--- src/rtl/vip_pkg.sv ---
// Package: shared types for the vectored interrupt priority controller.
// Assumes: nothing beyond standard SystemVerilog.
package vip_pkg;

    // Outcome of an acknowledge, decided from the state before the edge.
    typedef enum logic [1:0] {
        ACK_NONE = 2'd0,   // disabled or nothing pending
        ACK_SPUR = 2'd1,   // blocked by task priority
        ACK_TAKE = 2'd2    // vector moves into service
    } ack_kind_e;

endpackage

--- src/rtl/vip_prio_enc.sv ---
// Module: highest-set-bit encoder for a wide request vector.
// The input is split into groups. Each group resolves its own top bit
// in parallel, and then the highest non-empty group is selected.
// Assumes: N and GROUP are powers of two and GROUP >= 2.
module vip_prio_enc #(
    parameter int N     = 256,
    parameter int GROUP = 16
) (
    input  logic [N-1:0]         bits_i,
    output logic                 any_o,
    output logic [$clog2(N)-1:0] idx_o
);
    localparam int IDX_W = $clog2(N);
    localparam int GW    = $clog2(GROUP);
    localparam int NG    = N / GROUP;

    logic [NG-1:0]    grp_any;
    logic [NG*GW-1:0] grp_idx;

    generate
        for (genvar g = 0; g < NG; g++) begin : g_grp
            logic [GROUP-1:0] slice;
            logic [GW-1:0]    loc;
            assign slice = bits_i[g*GROUP +: GROUP];
            // Find the highest set bit inside this group.
            always_comb begin
                loc = '0;
                for (int i = 0; i < GROUP; i++) begin
                    if (slice[i]) loc = GW'(i);
                end
            end
            assign grp_any[g]            = |slice;
            assign grp_idx[g*GW +: GW]   = loc;
        end
    endgenerate

    // Pick the highest non-empty group and form the full index.
    always_comb begin
        any_o = |grp_any;
        idx_o = '0;
        for (int g = 0; g < NG; g++) begin
            if (grp_any[g]) idx_o = IDX_W'(g * GROUP) + IDX_W'(grp_idx[g*GW +: GW]);
        end
    end
endmodule

--- src/rtl/vip_prio_eval.sv ---
// Module: processor priority, interrupt line and acknowledge blocking.
// Purely combinational. It is fed by the top vectors of the pending and
// in-service sets.
// Assumes: the class is the upper VEC_W-SUB_W bits of a vector.
module vip_prio_eval #(
    parameter int VEC_W = 8,
    parameter int SUB_W = 4
) (
    input  logic [VEC_W-1:0] tpr_i,
    input  logic             sw_en_i,
    input  logic             pend_any_i,
    input  logic [VEC_W-1:0] pend_top_i,
    input  logic             svc_any_i,
    input  logic [VEC_W-1:0] svc_top_i,
    output logic [VEC_W-1:0] ppr_o,
    output logic             irq_o,
    output logic             blocked_o
);
    localparam int CLS_W = VEC_W - SUB_W;

    logic [CLS_W-1:0] tpr_cls;
    logic [CLS_W-1:0] svc_cls;
    logic [CLS_W-1:0] pend_cls;

    // Extract the classes; an empty in-service set counts as class 0.
    always_comb begin
        tpr_cls  = tpr_i[VEC_W-1 -: CLS_W];
        pend_cls = pend_top_i[VEC_W-1 -: CLS_W];
        svc_cls  = svc_any_i ? svc_top_i[VEC_W-1 -: CLS_W] : '0;
    end

    // Processor priority: the task priority unless in-service work outranks it.
    always_comb begin
        if (tpr_cls >= svc_cls) ppr_o = tpr_i;
        else                    ppr_o = {svc_cls, {SUB_W{1'b0}}};
    end

    // Interrupt line and acknowledge blocking decisions.
    always_comb begin
        irq_o     = sw_en_i && pend_any_i &&
                    ((ppr_o == '0) || (pend_cls > ppr_o[VEC_W-1 -: CLS_W]));
        blocked_o = (tpr_i != '0) && (pend_top_i <= tpr_i);
    end
endmodule

--- src/rtl/vip_ctrl.sv ---
// Module: vectored interrupt priority controller (top).
// Holds the pending, in-service and trigger-mode sets, the task priority,
// the control word and the delivery count. Same-cycle ordering: acknowledge
// and EOI use the old state, EOI is applied before the acknowledged vector
// enters service, and a request is applied last.
// Assumes: synchronous active-low reset; NUM_VEC is a power of two >= 32.
module vip_ctrl
    import vip_pkg::*;
#(
    parameter int NUM_VEC = 256,
    parameter int GROUP   = 16,
    parameter int SUB_W   = 4,
    parameter int CNT_W   = 16,
    parameter int BUS_W   = 32
) (
    input  logic                       clk,
    input  logic                       rst_n,
    input  logic                       req_valid,
    input  logic [$clog2(NUM_VEC)-1:0] req_vec,
    input  logic                       req_level,
    input  logic                       ack_req,
    input  logic                       eoi,
    input  logic                       tpr_we,
    input  logic [$clog2(NUM_VEC)-1:0] tpr_wdata,
    input  logic                       svr_we,
    input  logic [BUS_W-1:0]           svr_wdata,
    output logic                       irq,
    output logic [$clog2(NUM_VEC)-1:0] ppr,
    output logic                       ack_valid,
    output logic                       ack_none,
    output logic [$clog2(NUM_VEC)-1:0] ack_vec,
    output logic                       ack_level,
    output logic [CNT_W-1:0]           deliv_cnt
);
    localparam int VEC_W = $clog2(NUM_VEC);
    localparam int SVR_W = VEC_W + 1;

    logic [NUM_VEC-1:0] irr_q, isr_q, tmr_q;
    logic [NUM_VEC-1:0] irr_n, isr_n, tmr_n;
    logic [VEC_W-1:0]   tpr_q;
    logic [SVR_W-1:0]   svr_q;

    logic             pend_any, svc_any, blocked, sw_en;
    logic [VEC_W-1:0] pend_top, svc_top;
    ack_kind_e        ack_kind;

    assign sw_en = svr_q[VEC_W];

    vip_prio_enc #(.N(NUM_VEC), .GROUP(GROUP)) u_pend_enc (
        .bits_i (irr_q),
        .any_o  (pend_any),
        .idx_o  (pend_top)
    );

    vip_prio_enc #(.N(NUM_VEC), .GROUP(GROUP)) u_svc_enc (
        .bits_i (isr_q),
        .any_o  (svc_any),
        .idx_o  (svc_top)
    );

    vip_prio_eval #(.VEC_W(VEC_W), .SUB_W(SUB_W)) u_eval (
        .tpr_i      (tpr_q),
        .sw_en_i    (sw_en),
        .pend_any_i (pend_any),
        .pend_top_i (pend_top),
        .svc_any_i  (svc_any),
        .svc_top_i  (svc_top),
        .ppr_o      (ppr),
        .irq_o      (irq),
        .blocked_o  (blocked)
    );

    // Classify the acknowledge from the state before the edge.
    always_comb begin
        if (!sw_en || !pend_any) ack_kind = ACK_NONE;
        else if (blocked)        ack_kind = ACK_SPUR;
        else                     ack_kind = ACK_TAKE;
    end

    // Next state of the vector sets: EOI, then acknowledge, then request.
    always_comb begin
        irr_n = irr_q;
        isr_n = isr_q;
        tmr_n = tmr_q;
        if (eoi && svc_any) isr_n[svc_top] = 1'b0;
        if (ack_req && ack_kind == ACK_TAKE) begin
            irr_n[pend_top] = 1'b0;
            isr_n[pend_top] = 1'b1;
        end
        if (req_valid) begin
            irr_n[req_vec] = 1'b1;
            tmr_n[req_vec] = req_level;
        end
    end

    // State registers for vector sets, task priority and control word.
    always_ff @(posedge clk) begin
        if (!rst_n) begin
            irr_q <= '0;
            isr_q <= '0;
            tmr_q <= '0;
            tpr_q <= '0;
            svr_q <= {1'b0, {VEC_W{1'b1}}};
        end else begin
            irr_q <= irr_n;
            isr_q <= isr_n;
            tmr_q <= tmr_n;
            if (tpr_we) tpr_q <= tpr_wdata;
            if (svr_we) svr_q <= svr_wdata[SVR_W-1:0];
        end
    end

    // Registered acknowledge result, one cycle after the strobe.
    always_ff @(posedge clk) begin
        if (!rst_n) begin
            ack_valid <= 1'b0;
            ack_none  <= 1'b0;
            ack_vec   <= '0;
            ack_level <= 1'b0;
        end else begin
            ack_valid <= ack_req;
            ack_none  <= ack_req && (ack_kind == ACK_NONE);
            ack_level <= ack_req && (ack_kind == ACK_TAKE) && tmr_q[pend_top];
            if (!ack_req)                  ack_vec <= '0;
            else if (ack_kind == ACK_TAKE) ack_vec <= pend_top;
            else if (ack_kind == ACK_SPUR) ack_vec <= svr_q[VEC_W-1:0];
            else                           ack_vec <= '0;
        end
    end

    // Count requests that land on a previously clear pending bit.
    always_ff @(posedge clk) begin
        if (!rst_n)                           deliv_cnt <= '0;
        else if (req_valid && !irr_q[req_vec]) deliv_cnt <= deliv_cnt + 1'b1;
    end

    // the line is never raised while disabled or with nothing pending.
    a_r5_irq_needs_enable: assert property (@(posedge clk) disable iff (!rst_n)
        irq |-> (svr_q[VEC_W] && (irr_q != '0)));

    // processor priority never falls below the task priority.
    a_r4_ppr_floor: assert property (@(posedge clk) disable iff (!rst_n)
        ppr >= tpr_q);

    // a taken vector is in service after the edge.
    a_r7_take_in_service: assert property (@(posedge clk) disable iff (!rst_n)
        (ack_req && ack_kind == ACK_TAKE) |=> isr_q[$past(pend_top)]);

    // a blocked acknowledge leaves both sets unchanged.
    a_r6_spur_keeps_state: assert property (@(posedge clk) disable iff (!rst_n)
        (ack_req && ack_kind == ACK_SPUR && !req_valid && !eoi)
        |=> (irr_q == $past(irr_q)) && (isr_q == $past(isr_q)));

    // EOI with nothing in service changes nothing.
    a_r9_eoi_empty_noop: assert property (@(posedge clk) disable iff (!rst_n)
        (eoi && (isr_q == '0) && !ack_req) |=> (isr_q == $past(isr_q)));

    // a repeated request does not advance the count.
    a_r11_dup_no_count: assert property (@(posedge clk) disable iff (!rst_n)
        (req_valid && irr_q[req_vec]) |=> (deliv_cnt == $past(deliv_cnt)));

    // a "none" result carries a zero vector and edge mode.
    a_r8_none_zero: assert property (@(posedge clk) disable iff (!rst_n)
        (ack_valid && ack_none) |-> (ack_vec == '0 && !ack_level));
endmodule

--- config.mk ---
export PLATFORM = sky130hd
export DESIGN_NAME = vip_ctrl
export DESIGN_NICKNAME = d
export VERILOG_FILES = /design/src/rtl/vip_pkg.sv /design/src/rtl/vip_prio_enc.sv /design/src/rtl/vip_prio_eval.sv /design/src/rtl/vip_ctrl.sv
export SDC_FILE = /design/constraint.sdc
export NUM_CORES = 2
export LEC_CHECK = 0
export ABC_CLOCK_PERIOD_IN_PS = 8189
export BUFFER_PORTS_ARGS = -buffer_cell sky130_fd_sc_hd__buf_2
export CAP_MARGIN = 5
export CELL_PAD_IN_SITES_DETAIL_PLACEMENT = 1
export CELL_PAD_IN_SITES_GLOBAL_PLACEMENT = 1
export CORE_ASPECT_RATIO = 1.25
export CORE_MARGIN = 2
export CORE_UTILIZATION = 45
export DETAILED_ROUTE_END_ITERATION = 12
export HOLD_SLACK_MARGIN = 0.12
export PLACE_DENSITY_LB_ADDON = 0.1
export SLEW_MARGIN = 10
export SYNTH_ARGS = -nofsm -noshare
export SYNTH_HDL_FRONTEND = slang
export SYNTH_SLANG_ARGS = --single-unit
export TNS_END_PERCENT = 50
--- constraint.sdc ---
create_clock -name clk -period 8.19 [get_ports clk]
set_input_delay 2.457 -clock clk [delete_from_list [all_inputs] [get_ports clk]]
set_output_delay 2.457 -clock clk [all_outputs]
set_load 0.02 [all_outputs]
* Word level (Yosys, flattened, before mapping)
Index checks and enable logic that the tools add are counted.
Word-level totals: bits in registers 812, bits of input ports 56
Operators by class: multiplexer cells 533, magnitude comparators 9, bitwise gates (word level) 6, add/sub/neg operators 31, equality and inequality tests 2, reductions and logical operators 54
Operator list (count):
- 4-bit 2-to-1 mux | 259
- 256-bit 2-to-1 mux | 4
- 256-bit AND | 2
- 256-bit NOT | 2
- 256-bit OR | 2
- 16-bit OR reduction | 32
- 256-bit OR reduction | 2
- 3-bit 2-to-1 mux | 128
- 8-bit 2-to-1 mux | 33
- 256-bit bitwise mux | 1
- 2-bit 2-to-1 mux | 66
- 7-bit by 4-bit adder with 8-bit output, first input constant | 8
- 8-bit by 4-bit adder with 8-bit output, first input constant | 8
- 1-bit 2-to-1 mux | 37
- 7-bit by 5-bit adder with 8-bit output, first input constant | 4
- 6-bit by 4-bit adder with 7-bit output, first input constant | 4
- 8-bit by 9-bit less-than comparator with 1-bit output, second input constant | 3
- 1-bit demux with 8-bit select | 3
- 8-bit by 1-bit greater-or-equal comparator with 1-bit output, second input constant | 3
- 16-bit by 1-bit adder with 16-bit output, second input constant | 1
- 1-bit binary-select mux with 8-bit select | 2
- 6-bit by 5-bit adder with 7-bit output, first input constant | 2
- 5-bit by 4-bit adder with 6-bit output, first input constant | 2
- 5-bit by 5-bit adder with 6-bit output, first input constant | 2
- 12 further kinds | 25

* Longest topological paths before layout
depth in word-level cells 40, depth in mapped cells 29, mapped depth without buffers 25

* Modules after synthesis
From an unflattened synthesis, not the netlist that was laid out.
Second synthesis, totals: cells, all modules 5024, area, all modules 40124.7 µm²
By module, submodules not included:
- vip_ctrl | area an instance 33816.2 µm², times used 1, sequential area each 16255.6 µm², cells each 3928
- vip_prio_enc | area an instance 2860.2 µm², times used 2, sequential area each 0.0 µm², cells each 508
- vip_prio_eval | area an instance 588.1 µm², times used 1, sequential area each 0.0 µm², cells each 80

* Worst setup path after synthesis
No wires, ideal clock.
kind reg-to-output, from reg isr_q[44], to out irq, path slack 0.558 ns, required time 5.733 ns, data arrival time 5.175 ns, path buffers 1, stages on the path, launching flop included 27, cell sequence dfxtp_1 or4_1 nor4b_1 nand3_1 o21ai_0 a21oi_1 o21ai_0 a21oi_1 o21ai_0 a21oi_1 o21ai_0 ha_1 nand2b_1 a21o_1 a21o_1 a21oi_1 clkbuf_1 nor2_1 a21oi_1 inv_1 ha_1 nor2b_1 o21ai_0 nand2b_1 a21oi_1 a41oi_1 o21a_1
On the way: cells in the longest elaborated chain, start to end 25, elaborated cells between the ends (all ways) 28, those cells by class 1 x add/sub; 2 x order compare; 20 x mux; 5 x reduce/logical
RTL lines:
- start, declared | line vip_ctrl.sv:38 | logic [NUM_VEC-1:0] irr_q, isr_q, tmr_q;
- start signal, assigned | line vip_ctrl.sv:106 | isr_q <= isr_n;
- 4-bit 2-to-1 mux (4 in a row) | line vip_prio_enc.sv:29 | if (slice[i]) loc = GW'(i);
- 6-bit by 4-bit adder with 7-bit output | line vip_prio_enc.sv:42 | if (grp_any[g]) idx_o = IDX_W'(g * GROUP) + IDX_W'(grp_idx[g*GW +: GW]);
- 8-bit 2-to-1 mux (14 in a row) | line vip_prio_enc.sv:42
- 4-bit 2-to-1 mux * | line vip_prio_eval.sv:29 | svc_cls = svc_any_i ? svc_top_i[VEC_W-1 -: CLS_W] : '0;
- 4-bit greater-or-equal comparator | line vip_prio_eval.sv:34 | if (tpr_cls >= svc_cls) ppr_o = tpr_i;
- 8-bit 2-to-1 mux * | line vip_prio_eval.sv:34
- via ppr[5] | line vip_ctrl.sv:28 | output logic [$clog2(NUM_VEC)-1:0] ppr,
- 4-bit greater-than comparator or 8-bit logical NOT (tied branches) | line vip_prio_eval.sv:41 | ((ppr_o == '0) || (pend_cls > ppr_o[VEC_W-1 -: CLS_W]));
- 1-bit logical OR * | line vip_prio_eval.sv:41
- 1-bit logical AND * | line vip_prio_eval.sv:40 | irq_o = sw_en_i && pend_any_i &&
- end, declared | line vip_ctrl.sv:27 | output logic irq,
The timed path passes the listed nets; every way through them passes the cells marked *.

* Worst setup path in the final report
from reg isr_q[44], to out irq
On the way: cells in the longest elaborated chain, start to end 25, elaborated cells between the ends (all ways) 28, those cells by class 1 x add/sub; 2 x order compare; 20 x mux; 5 x reduce/logical
RTL lines (line):
- 4-bit 2-to-1 mux (4 in a row) | vip_prio_enc.sv:29
- 6-bit by 4-bit adder with 7-bit output | vip_prio_enc.sv:42
- 8-bit 2-to-1 mux (14 in a row) | vip_prio_enc.sv:42
- 4-bit 2-to-1 mux * | vip_prio_eval.sv:29
- 4-bit greater-or-equal comparator | vip_prio_eval.sv:34
- 8-bit 2-to-1 mux * | vip_prio_eval.sv:34
- 4-bit greater-than comparator or 8-bit logical NOT (tied branches) | vip_prio_eval.sv:41
- 1-bit logical OR * | vip_prio_eval.sv:41
- 1-bit logical AND * | vip_prio_eval.sv:40
Every way passes the cells marked *; elsewhere a longest branch is shown, timed or not.

==> impl_metrics.py <==
metrics = {
    "outcome": {
        "outcome": "finished with violations",
        "violations": "setup timing",
    },
    "yosys": {
        "synthAdderAreaFrac_pct": 0.4908,
        "syn_inst": 5565,
        "syn-cell-area_um2": 43340,
        "yosysSeqAreaShare_pct": 37.51,
        "syn_nets": 5638,
        "syn_area_per_cell_um2": 7.788,
        "synth_warnings": 0,
        "ys_types": 87,
        "synth_top_family_by_area": "compound AO/OA/AOI/OAI gates",
        "synth_compound_area_share_pct": 25.29,
        "netlist.area_leader.share_pct": 37.51,
        "synth_area_leaders": "dfxtp_1 (38%), nand2_1 (6.7%), o21ai_0 (6.0%)",
        "async_flop_share_pct": 0,
        "synth_edf_count": 0,
        "synth-seq-cells": 812,
        "synthFlopType": "dfxtp_1",
        "synthSimpleGateAreaFrac_pct": 25.20,
        "synth.area.mux_share_pct": 6.496,
        "synth_xor_area_share_pct": 0.2425,
        "yosysTopAreaCell": "dfxtp_1",
    },
    "routing": {
        "post_drt_wl_per_cell_um": 31.49,
        "num_vias": 46570,
        "routed_wl_um": 216000,
        "drt_iter0_markers": 5770,
        "viasPerCell": 6.788,
        "drcViolationCount": 0,
        "ant_nets": 0,
        "firstDrtPassIters": 6,
    },
    "setup_path": {
        "startpoint_type": "register",
        "timing.critical_path.buf_inv": 5,
        "cp_slowest_cell": "or4_4",
        "cp-end-kind": "output pin",
        "cp.arrival_ns": 5.76,
        "cpMostUsedCell": "a21oi_2",
        "slowest_delay_ns": 0.55,
        "worstPathRequired_ns": 5.73,
        "worstPathMaxFanout": 4,
        "cp_top_family": "compound AO/OA/AOI/OAI gates",
        "crit_type": "register to output pin",
    },
    "timing": {
        "drv_slew": 0,
        "rsz0062_at_grt": "true",
        "hold_ws_ns": 0.4685,
        "worstMarginPinSlew_ns": 1.258,
        "fmax_ghz": 0.1217,
        "final.setup.worst_slack_ns": -0.02950,
        "finalCritPeriodShare_pct": 100.4,
        "setup_violations": 1,
        "hold_violations": 0,
        "fin_crit_ns": 8.220,
        "slew_headroom_pct": 15.08,
        "skew_ns": 0.04131,
    },
    "pwr": {
        "peakVddDrop_uv": 156.6,
        "power_density_nw_per_um2": 208.6,
        "sw_frac_of_total_pct": 31.70,
        "internal_power_uw": 6927,
        "p_comb_share_pct": 17.2,
        "p_switching_uw": 3215,
        "clockPowerShare_pct": 43.7,
        "power_frac_seq_pct": 39.2,
        "p_leak_uw": 0.01616,
        "power_uw": 10140,
    },
    "layout": {
        "area_growth_pct": 12.18,
        "drive_gt1_share_pct": 10.75,
        "nets": 5560,
        "final_common_cell": "dfxtp_1",
        "layout_common_cells": "dfxtp_1 (810), nand2_1 (764), nor2_1 (536)",
        "stdcell_area_um2": 48620,
    },
    "floorplanning": {
        "fp.dieH_um": 351.0,
        "core-area_um2": 95660,
        "pin_count": 92,
        "dieArea_um2": 98820,
        "initial_utilization_pct": 45.30,
        "die_x_um": 281.6,
        "rows": 127,
    },
    "global_routing": {
        "top_usage_layer": "met2",
        "grt_max_degree": 187,
        "gr-total-overflow": 0,
        "antenna_found_initial": 14,
        "use_met3_pct": 10.34,
        "grt_pass1_vias": 44550,
        "grt_usage_pct": 42.64,
        "grt_first_pass_wirelength_um": 309400,
        "met2_usage_pct": 63.43,
        "use_met1_pct": 55.42,
    },
    "worst_hold_path": {
        "min_path_type": "register to register",
    },
    "place": {
        "numPortBuffers": 68,
        "place.gp.congestion": 1.002,
        "dpl_worst_slack_ns": -0.01059,
        "dpl_cell_area_um2": 45230,
        "post-dp-hpwl_um": 144200,
    },
    "cts": {
        "clk_transition_reported_paths_ns": 0.07,
        "clk_path_buf_depth": 3,
        "cts_buffers": 89,
        "cts.sinks": 812,
        "cts_hold_buffers": 0,
        "root_buffer": "clkbuf_16",
        "clk_latency_ns": 0.71,
        "cts_tree": "yes",
        "cts_htree_levels": 3,
    },
    "run": {
        "cap_violations": 0,
    },
}
## cell families after synthesis
group                    Yosys count
multiplexers                     177
buffers and inverters            511
AO/OA/AOI/OAI                   1686
flip-flops                       812
adder cells (fa/ha/maj)           17
AND/OR/NAND/NOR                 2350
XOR/XNOR                          12
## power groups by stage
stage	Combinational [µW]	Sequential, µW	Clock [µW]
after floorplan	833	4060	0
after global placement	1620	4060	0
after detailed placement	1630	4060	0
after CTS	1640	3970	4420
after global routing	1730	3970	4590
final	1740	3970	4430
## worst paths after layout
check / start / end / slack, ns / cells after the start
setup / recovery: isr_q[44]$_SDFF_PN0_ / irq / -0.03 / 29
hold / removal: tmr_q[158]$_SDFFE_PN0P_ / tmr_q[158]$_SDFFE_PN0P_ / 0.47 / 2
setup reg to reg: irr_q[169]$_SDFF_PN0_ / irr_q[235]$_SDFF_PN0_ / 0.87 / 23
hold reg to reg: tmr_q[158]$_SDFFE_PN0P_ / tmr_q[158]$_SDFFE_PN0P_ / 0.47 / 2
## cell usage after synthesis (46+ instances only)
| cell | instances |
|---|---|
| o21bai_1 | 46 |
| nand3_1 | 343 |
| mux2i_1 | 90 |
| nor2_1 | 575 |
| o21ai_0 | 522 |
| inv_1 | 104 |
| nor3_1 | 97 |
| a21oi_1 | 111 |
| nand2_1 | 773 |
| a21boi_0 | 343 |
| a31oi_1 | 285 |
| a22oi_1 | 174 |
| nor2b_1 | 237 |
| nor4_1 | 122 |
| mux4_2 | 83 |
| dfxtp_1 | 812 |
| clkbuf_1 | 330 |
## cell type report
class                      count  area (µm²)
inverter                     107       401.6
clock inverter                39       503.0
antenna                       10       25.02
tap                         1290        1614
sequential                   812       16260
fill                       11720       47040
timing repair buffer         235        1660
clock buffer                 126        2639
multi-input combinational   4242       25510
## sequential cells by signal, summed over array words and instances, names as in the netlist
name and cells:
ack_valid 1, tpr_q 8, ack_vec 8, ack_level 1, isr_q 256, ack_none 1
svr_q 9, deliv_cnt 16, tmr_q 256, irr_q 256
## metal layers
| layer | vias up | routed length, µm |
|---|---|---|
| met5 | - | 103 |
| met4 | 16 | 15610 |
| met3 | 780 | 23310 |
| met2 | 2623 | 91950 |
| met1 | 23120 | 85060 |
| li1 | 20040 | - |
## through the flow
step           setup TNS, ns  util, %  cells
2_1_floorplan              0        -   5565
3_3_place_gp               0    47.29   6679
3_5_place_dp        -0.01059    47.29   6679
4_1_cts                    0    50.66   6847
5_1_grt              -0.1851    50.80   6851
6_report            -0.02950    50.82   6861
## worst min-delay path, stage by stage, from the launching register on
cell and delay (ns):
dfxtp_1 0.31, nand2_1 0.05, a21boi_0 0.06
## what timing repair did
item / in CTS / in global routing
pin swaps: 11 / 19
gates resized for setup: 19 / 21
buffers inserted: 3 / 4
setup endpoints to repair: 1 / 1
(Power assumes the default switching activity.)
